### config.mk
export PLATFORM = sky130hd
export DESIGN_NAME = fp32_mul
export DESIGN_NICKNAME = d
export VERILOG_FILES = /design/src/rtl/fp32_mul.sv
export SDC_FILE = /design/constraint.sdc
export NUM_CORES = 1
export LEC_CHECK = 0
export BUFFER_PORTS_ARGS = -buffer_cell sky130_fd_sc_hd__buf_2
export CELL_PAD_IN_SITES_DETAIL_PLACEMENT = 1
export CELL_PAD_IN_SITES_GLOBAL_PLACEMENT = 1
export CORE_ASPECT_RATIO = 1.4
export CORE_MARGIN = 1
export CORE_UTILIZATION = 33
export CTS_BUF_LIST = sky130_fd_sc_hd__clkbuf_4
export DETAILED_ROUTE_END_ITERATION = 10
export GPL_TIMING_DRIVEN = 1
export PLACE_DENSITY_LB_ADDON = 0.1
export SYNTH_ARGS = -nofsm -noshare
export SYNTH_HDL_FRONTEND = slang
export SYNTH_SLANG_ARGS = --single-unit
### constraint.sdc
create_clock -name clk -period 0.8 [get_ports clk]
set_input_delay 0.04 -clock clk [delete_from_list [all_inputs] [get_ports clk]]
set_output_delay 0.04 -clock clk [all_outputs]
set_load 0.01 [all_outputs]
### src/rtl/fp32_mul.sv
module fp32_mul #(
  parameter int EXP_W  = 8,
  parameter int FRAC_W = 23,
  parameter logic [2:0] MUL_CODE = 3'b010
) (
  input  logic                        clk,
  input  logic                        rst_n,
  input  logic                        req_valid,
  input  logic [2:0]                  op_sel,
  input  logic [EXP_W+FRAC_W:0]       opnd_a,
  input  logic [EXP_W+FRAC_W:0]       opnd_b,
  output logic                        res_valid,
  output logic [EXP_W+FRAC_W:0]       res_word,
  output logic                        flag_ovf,
  output logic                        flag_unf
);
  localparam int WORD_W = EXP_W + FRAC_W + 1;
  localparam int MANT_W = FRAC_W + 1;
  localparam int PROD_W = 2 * MANT_W;
  localparam int EI_W   = EXP_W + 2;
  localparam int BIAS   = (1 << (EXP_W - 1)) - 1;
  localparam int EMAX   = (1 << EXP_W) - 2;

  logic                     accept;
  logic                     sgn;
  logic [EXP_W-1:0]         ea, eb;
  logic [MANT_W-1:0]        ma, mb;
  logic [PROD_W-1:0]        prod;
  logic                     top;
  logic signed [EI_W-1:0]   esum;
  logic [FRAC_W-1:0]        frac;
  logic                     is_zero;
  logic                     ovf, unf;
  logic [WORD_W-1:0]        packed_w;

  assign accept  = req_valid && (op_sel == MUL_CODE);
  assign sgn     = opnd_a[WORD_W-1] ^ opnd_b[WORD_W-1];
  assign ea      = opnd_a[WORD_W-2:FRAC_W];
  assign eb      = opnd_b[WORD_W-2:FRAC_W];
  assign ma      = {1'b1, opnd_a[FRAC_W-1:0]};
  assign mb      = {1'b1, opnd_b[FRAC_W-1:0]};
  assign prod    = ma * mb;
  assign top     = prod[PROD_W-1];
  assign is_zero = (opnd_a[WORD_W-2:0] == '0) || (opnd_b[WORD_W-2:0] == '0);

  assign esum = $signed({2'b00, ea}) + $signed({2'b00, eb})
              - $signed(EI_W'(BIAS)) + $signed({{(EI_W-1){1'b0}}, top});

  assign frac = top ? prod[PROD_W-2 -: FRAC_W] : prod[PROD_W-3 -: FRAC_W];

  assign ovf = !is_zero && (esum > $signed(EI_W'(EMAX)));
  assign unf = !is_zero && (esum < $signed(EI_W'(1)));

  assign packed_w = is_zero ? {sgn, {(WORD_W-1){1'b0}}}
                            : {sgn, esum[EXP_W-1:0], frac};

  always_ff @(posedge clk or negedge rst_n) begin
    if (!rst_n) begin
      res_valid <= 1'b0;
      res_word  <= '0;
      flag_ovf  <= 1'b0;
      flag_unf  <= 1'b0;
    end else begin
      res_valid <= accept;
      flag_ovf  <= accept && ovf;
      flag_unf  <= accept && unf;
      if (accept) res_word <= packed_w;
    end
  end
endmodule

==> impl_results.md, run 1 <==
* Post-DRT Antenna Nets at 0
* Syn Nets at between 3,000 and 4,000
* Cell area after synthesis at 0.0205 sq mm
* Layout Utilization at 0.450
* Routability cong. at 0.852
* Register area share after synthesis at 0.0427
* Final min period at 7.84 ns
* Fillers at 7,070
* Highest metal used: met4
* Core footprint at 0.0612 sq mm
* Fraction of layout cells with a size suffix above 1 at 0.286
* Crit path max-delay cell type: fa_2
* Final setup viols at 68
* Startpoint types: input pin
* Syn_area_per_cell at 8.78 sq um
* Post-synthesis cell type with the largest combined area: fa_1
* CTS tree: yes
* Vias in the first global route at 20,600
* Synth top area share at 0.470
* DRT met1 WL at 31,300 microns
* CP Data Arrival Time at 8.11 ns
* Critical Path RT at 1.07 ns
* Worst path top cell family by delay: adder cells
* Post-route DRC at 0
* Wire per inst at 21.2 microns
* Sum of buffers and inverters on the critical path at 8
* Chip width at 213 microns
* Warnings, synthesis at 0
* Drt total wl at between 70,000 and 80,000 microns
* Async set or reset register ratio after synthesis at 1.00
* Post-DP HPWL at 66,900 microns
* Area grow syn2layout at 34.0%
* Worst-path clk slew at ~0.12 ns
* Clk sinks at 35
* Rows at roughly 110
* Iter 0 DRT Violations at 616
* Fin. Hold Viols at 0
* Top_reg_cell synth: dfrtp_1
* Worst setup path class: in -> reg
* Cells after synthesis at 2,339
* Num CTS Buffers at 5
* Total GRT Usage at 0.253
* Drt first pass iters at 5
* Clk buf depth at 2
* Met3 wire length at 1450 microns
* Crit path capture type: register
* Crit-path max cell delay at 0.57 ns
* Worst-Margin Slew at 0.918 ns
* Final setup margin at -7.04 ns
* Starting Density at 0.336
* Tcrit/Tclk final at 9.79
* PortBufs at between 100 and 150
* # IOs at 105
* Total grt overflow at 0
* Via-to-Cell Ratio at roughly 4.8
* Clock latency on the worst-skew pair at 0.38 ns
* Global-route wire length before repair at 121,000 microns
* CP Max Fanout at 5
* H-tree levels at 2
* DR WL met2 at 41,700 microns
* Fmax at 128 MHz
* Top cells by area, synth: fa_1 47%, ha_1 11%, inv_1 11%, and2_1 6.6%, nand2_1 6.3%
* Failing checks: setup timing
* Run status: finished, violations left
* DIE AREA at 0.0632 sq mm
* RSZ-0062 raised after global routing: yes
* Hold Path Class: in -> reg
* Initial antenna violation count at 2
* Final Max Tran Viols at 0
* NumNets Final at 3,551
* Max_cap viols at 0
* Fin Clk Skew at 0 ns
* Clk root buf: clkbuf_4
* Largest net degree at the start of global routing at 36
* Unique cell type count in the Yosys netlist at 62
* Most used cell, CP: fa_2
* Number of flops mapped to enable cells by yosys at 0
* Slew HR at 0.382
* Via Count at 17,500
* #FFs+latches synth at 35
* Die Y at 297 microns
==> state kept, by name (all words and copies together) (netlist names) <==
signal     count
res_word      32
flag_ovf       1
flag_unf       1
res_valid      1
==> worst reg2reg max path, stage by stage (launching register included) <==
cell,delay [ns]
dfrtp_1,0.43
buf_4,0.14
a221o_1,0.30
==> worst paths after layout <==
path,from,to,slack [ns],depth (start not counted)
max reg2reg,res_word[2],res_word[2],-0.17,2
max,opnd_a[9],flag_ovf,-7.04,35
max in group asynchronous,rst_n,res_word[10],0.46,3
min reg2reg,res_word[31],res_word[31],0.51,2
min,opnd_b[23],res_word[23],0.07,3
min in group asynchronous,rst_n,res_word[28],0.13,3
==> placed cells by master (no fill, tap or decap), drive strengths merged, types with 4 or more instances in the layout <==
cell / instances
inv: 575
dfrtp: 35
o21a: 8
ha: 184
nand2: 345
and3: 8
xnor2: 17
clkbuf: 7
nand3: 16
a211o: 4
nor4: 16
xor2: 11
o21bai: 7
a211oi: 5
a21oi: 53
or3: 4
and2: 218
nor3: 12
clkinvlp: 4
o211ai: 26
fa: 482
o21ai: 37
buf: 573
a22o: 7
nor2: 65
a21o: 16
nand2b: 5
nor2b: 5
o311ai: 6
a221o: 5
nand4: 23
==> final cells by class <==
| cell class | count | area (sq um) | share of cell area |
|---|---|---|---|
| tap | 817 | 1020 | 0.0372 |
| clock buffer | 5 | 37.5 | 0.00136 |
| inverter | 580 | 2200 | 0.0799 |
| clock inverter | 3 | 43.8 | 0.00159 |
| multi-input combinational | 1615 | 18100 | 0.659 |
| antenna | 2 | 5.00 | 0.000182 |
| sequential | 35 | 876 | 0.0318 |
| timing repair buffer | 578 | 5190 | 0.189 |
==> timing repair <==
| action | CTS | global route |
|---|---|---|
| cloned | 3 | 1 |
| buffers inserted | 125 | 42 |
| gates resized for setup | 217 | 163 |
| pin swaps | 111 | 145 |
| setup endpoints to repair | 68 | 68 |
| endpoints found under the hold margin | 36 | 0 |
| hold buffers | 3 | 0 |
==> stage by stage <==
step                setup TNS (ns)  std cells  instance area (sq um)  hold WS [ns]  setup slack [ns]
finish                     -204.20       3635                  27500        0.0720             -7.04
global route               -211.20       3634                  27500        0.0994             -7.28
floorplan                  -180.76       2339                  21200        -0.256             -6.82
detailed placement         -217.38       3523                  25200        0.0170             -7.80
CTS                        -215.49       3608                  26800        0.0671             -7.08
global placement           -215.27       3523                  25200        0.0121             -7.72
==> cells in the mapped netlist, drive strengths merged (7+ instances only) <==
master and n:
ha 184, nand2 345, a21o 16, and2 218, nand3 16, and3 8
xor2 11, inv 578, o21a 8, nor3 12, dfrtp 35, nand4 23
nor2 65, o211ai 26, a22o 7, xnor2 17, fa 482, clkbuf 103
o21bai 7, a21oi 53, o21ai 37, nor4 16
==> cell families after synthesis <==
family,Yosys count,synth area share
compound gates,192,0.0637
xor+xnor,28,0.0119
fa+ha+maj,666,0.582
buf+inv,689,0.127
flops,35,0.0427
mux,3,0.00152
simple gates,726,0.171
==> per-layer routing <==
| metal | up-vias | global-route usage |
|---|---|---|
| li1 | 7912 | - |
| met1 | 9234 | 0.318 |
| met2 | 258 | 0.476 |
| met3 | 81 | 0.00327 |
| met4 | 0 | 0.0635 |
| met5 | - | 0 |
Power of run 1 is left out: the tool's default activity adds up to more than one toggle a clock period on the data nets, which glitch-free logic cannot reach.
==> run 2: changes to the inputs <==
- TNS_END_PERCENT: unset -> 30
==> run 2 against run 1 <==
  * Non-clock buffer count shrank 26
  * Core utilization shrank 0.97 points
  * Critical endpoint unchanged
  * Highest routed layer is now met5
  * Global-route usage is essentially flat
  * The run still ends with setup timing left
  * Clock skew is the same
==> impl_results.md, run 2 (synthesized netlist as in run 1, its figures left out) <==
* Run status: finished, violations left
* Failing checks: setup timing
* Area of placed instances at 0.0252 sq mm
* NumNets Final at 3,525
* Via-to-Cell Ratio at 4.79
* Final setup viols at a little under 70
* CP Launch Point: opnd_a[10]
* Total GRT Usage at 0.253
* Max_cap viols at 0
* Fin Clk Skew at 0 ns
* Max reg flops at 32
* # IOs at about 110
* Most flops, register: res_word
* CP Data Arrival Time at 8.15 ns
* Commonest non-fill, non-tap cell in the layout: inv_1
* Drt total wl at 76,300 microns
* Area grow syn2layout at 31.1%
* CTS tree: yes
* Tcrit/Tclk final at 9.82
* Crit-path max cell delay at between 0.5 and 0.6 ns
* Slew HR at 0.448
* Worst-path clk slew at approximately 0.16 ns
* Initial antenna violation count at 3
* R2R Setup Slk at -0.04 ns
* CP Max Fanout at 5
* Worst path top cell family by delay: adder cells
* Wire per inst at roughly 21 microns
* Layout Utilization at 0.440
* Chip width at 213 microns
* PortBufs at 104
* DIE AREA at 0.0632 sq mm
* Met3 wire length at 1570 microns
* Worst-Margin Slew at 0.821 ns
* Startpoint types: input pin
* R2R Path Start: res_word[5]
* Core footprint at 0.0612 sq mm
* Final std cells w/o fill at 3,608
* R2r endpoint: res_word[5]
* Crit path capture type: register
* Clk root buf: clkbuf_4
* Highest metal used: met5
* Vias in the first global route at just over 20,000
* Fillers at 7,153
* Fraction of layout cells with a size suffix above 1 at 0.268
* Fmax at 127 MHz
* Sum of buffers and inverters on the critical path at 7
* Largest net degree at the start of global routing at 36
* Global-route wire length before repair at 120,000 microns
* Drt first pass iters at 5
* DRT met1 WL at about 30,000 microns
* Rows at 107
* Most used cell, CP: fa_1
* Clk sinks at 35
* Crit path max-delay cell type: fa_1
* Post-DP HPWL at 68,500 microns
* RSZ-0062 raised after global routing: yes
* Starting Density at 0.336
* Die Y at 297 microns
* End of the critical path: flag_ovf
* Iter 0 DRT Violations at 538
* Clock latency on the worst-skew pair at between 0.4 and 0.5 ns
* Total grt overflow at 0
* Final min period at between 7 and 8 ns
* Num CTS Buffers at 5
* H-tree levels at 2
* Placed Cells at about 3,500
* Worst reg2reg path depth at 1
* Post-DRT Antenna Nets at 0
* Final setup margin at -7.06 ns
* Critical Path RT at 1.09 ns
* Post-route DRC at 0
* Routability cong. at 0.882
* Post-route cell area at 0.0269 sq mm
* Worst setup path class: in -> reg
* Clk buf depth at 2
* Fin. Hold Viols at 0
* Most frequent cells in the layout: 550 x inv_1, 456 x fa_1, 394 x buf_4
* CP Depth at 36
* DR WL met2 at 41,500 microns
* Via Count at 17,300
* Hold Path Class: in -> async
* Pre-CTS WS at -8.02 ns
* Final Max Tran Viols at 0
==> run 2: cell types whose count changed in the layout (fill, tap and decap cells not counted), sizes merged <==
cell and change:
clkinv -1, clkinvlp -1, diode -1, buf -28, clkbuf +2, inv +2
==> run 2: repair_timing <==
action                     CTS  global route
setup buffers               48            24
setup endpoints to repair   68            68
hold buffers                 3             0
gates cloned                 1             1
hold endpoints to repair    36             0
pin swaps                   87            97
resized for setup          200            98
==> run 2: area by class of cell <==
type	count	area, sq um	area share
inverters	580	2200	0.0818
repair buffers	552	4750	0.176
clock buffers	5	37.5	0.00139
well taps	817	1020	0.0380
diodes	1	2.50	0.0000930
multi-input cells	1615	18000	0.668
flip-flops and latches	35	876	0.0325
clock inverters	3	46.3	0.00172
==> run 2: how the worst min path moves through the flow <==
| stage | to | cells after the start | slack (ns) | from |
|---|---|---|---|---|
| 6_report | res_word[13] | 3 | 0.1 | rst_n |
| 5_1_grt | res_word[13] | 3 | 0.10 | rst_n |
| 4_1_cts | res_word[13] | 3 | 0.07 | rst_n |
| 3_5_place_dp | flag_ovf | 2 | 0.01 | rst_n |
| 3_3_place_gp | res_word[30] | 2 | 0.01 | rst_n |
| 2_1_floorplan | flag_ovf | 0 | -0.26 | rst_n |
==> run 2: tightest hold or removal path, cell delays in order <==
cell           delay, ns
dlygate4sd3_1       0.52
buf_2               0.12
buf_12              0.21
==> run 2: through the flow <==
step                TNS (ns)  hold slack [ns]
detailed placement   -225.33           0.0121
global route         -211.68            0.102
CTS                  -209.86           0.0733
global placement     -222.52           0.0111
finish               -203.81           0.0992
floorplan            -183.40           -0.256
==> run 2: metal layers <==
layer,vias to the layer above,GRT usage
li1,7854,-
met1,9066,0.304
met2,249,0.470
met3,108,0.0145
met4,4,0.0908
met5,-,0
Power of run 2 is left out for the same reason.
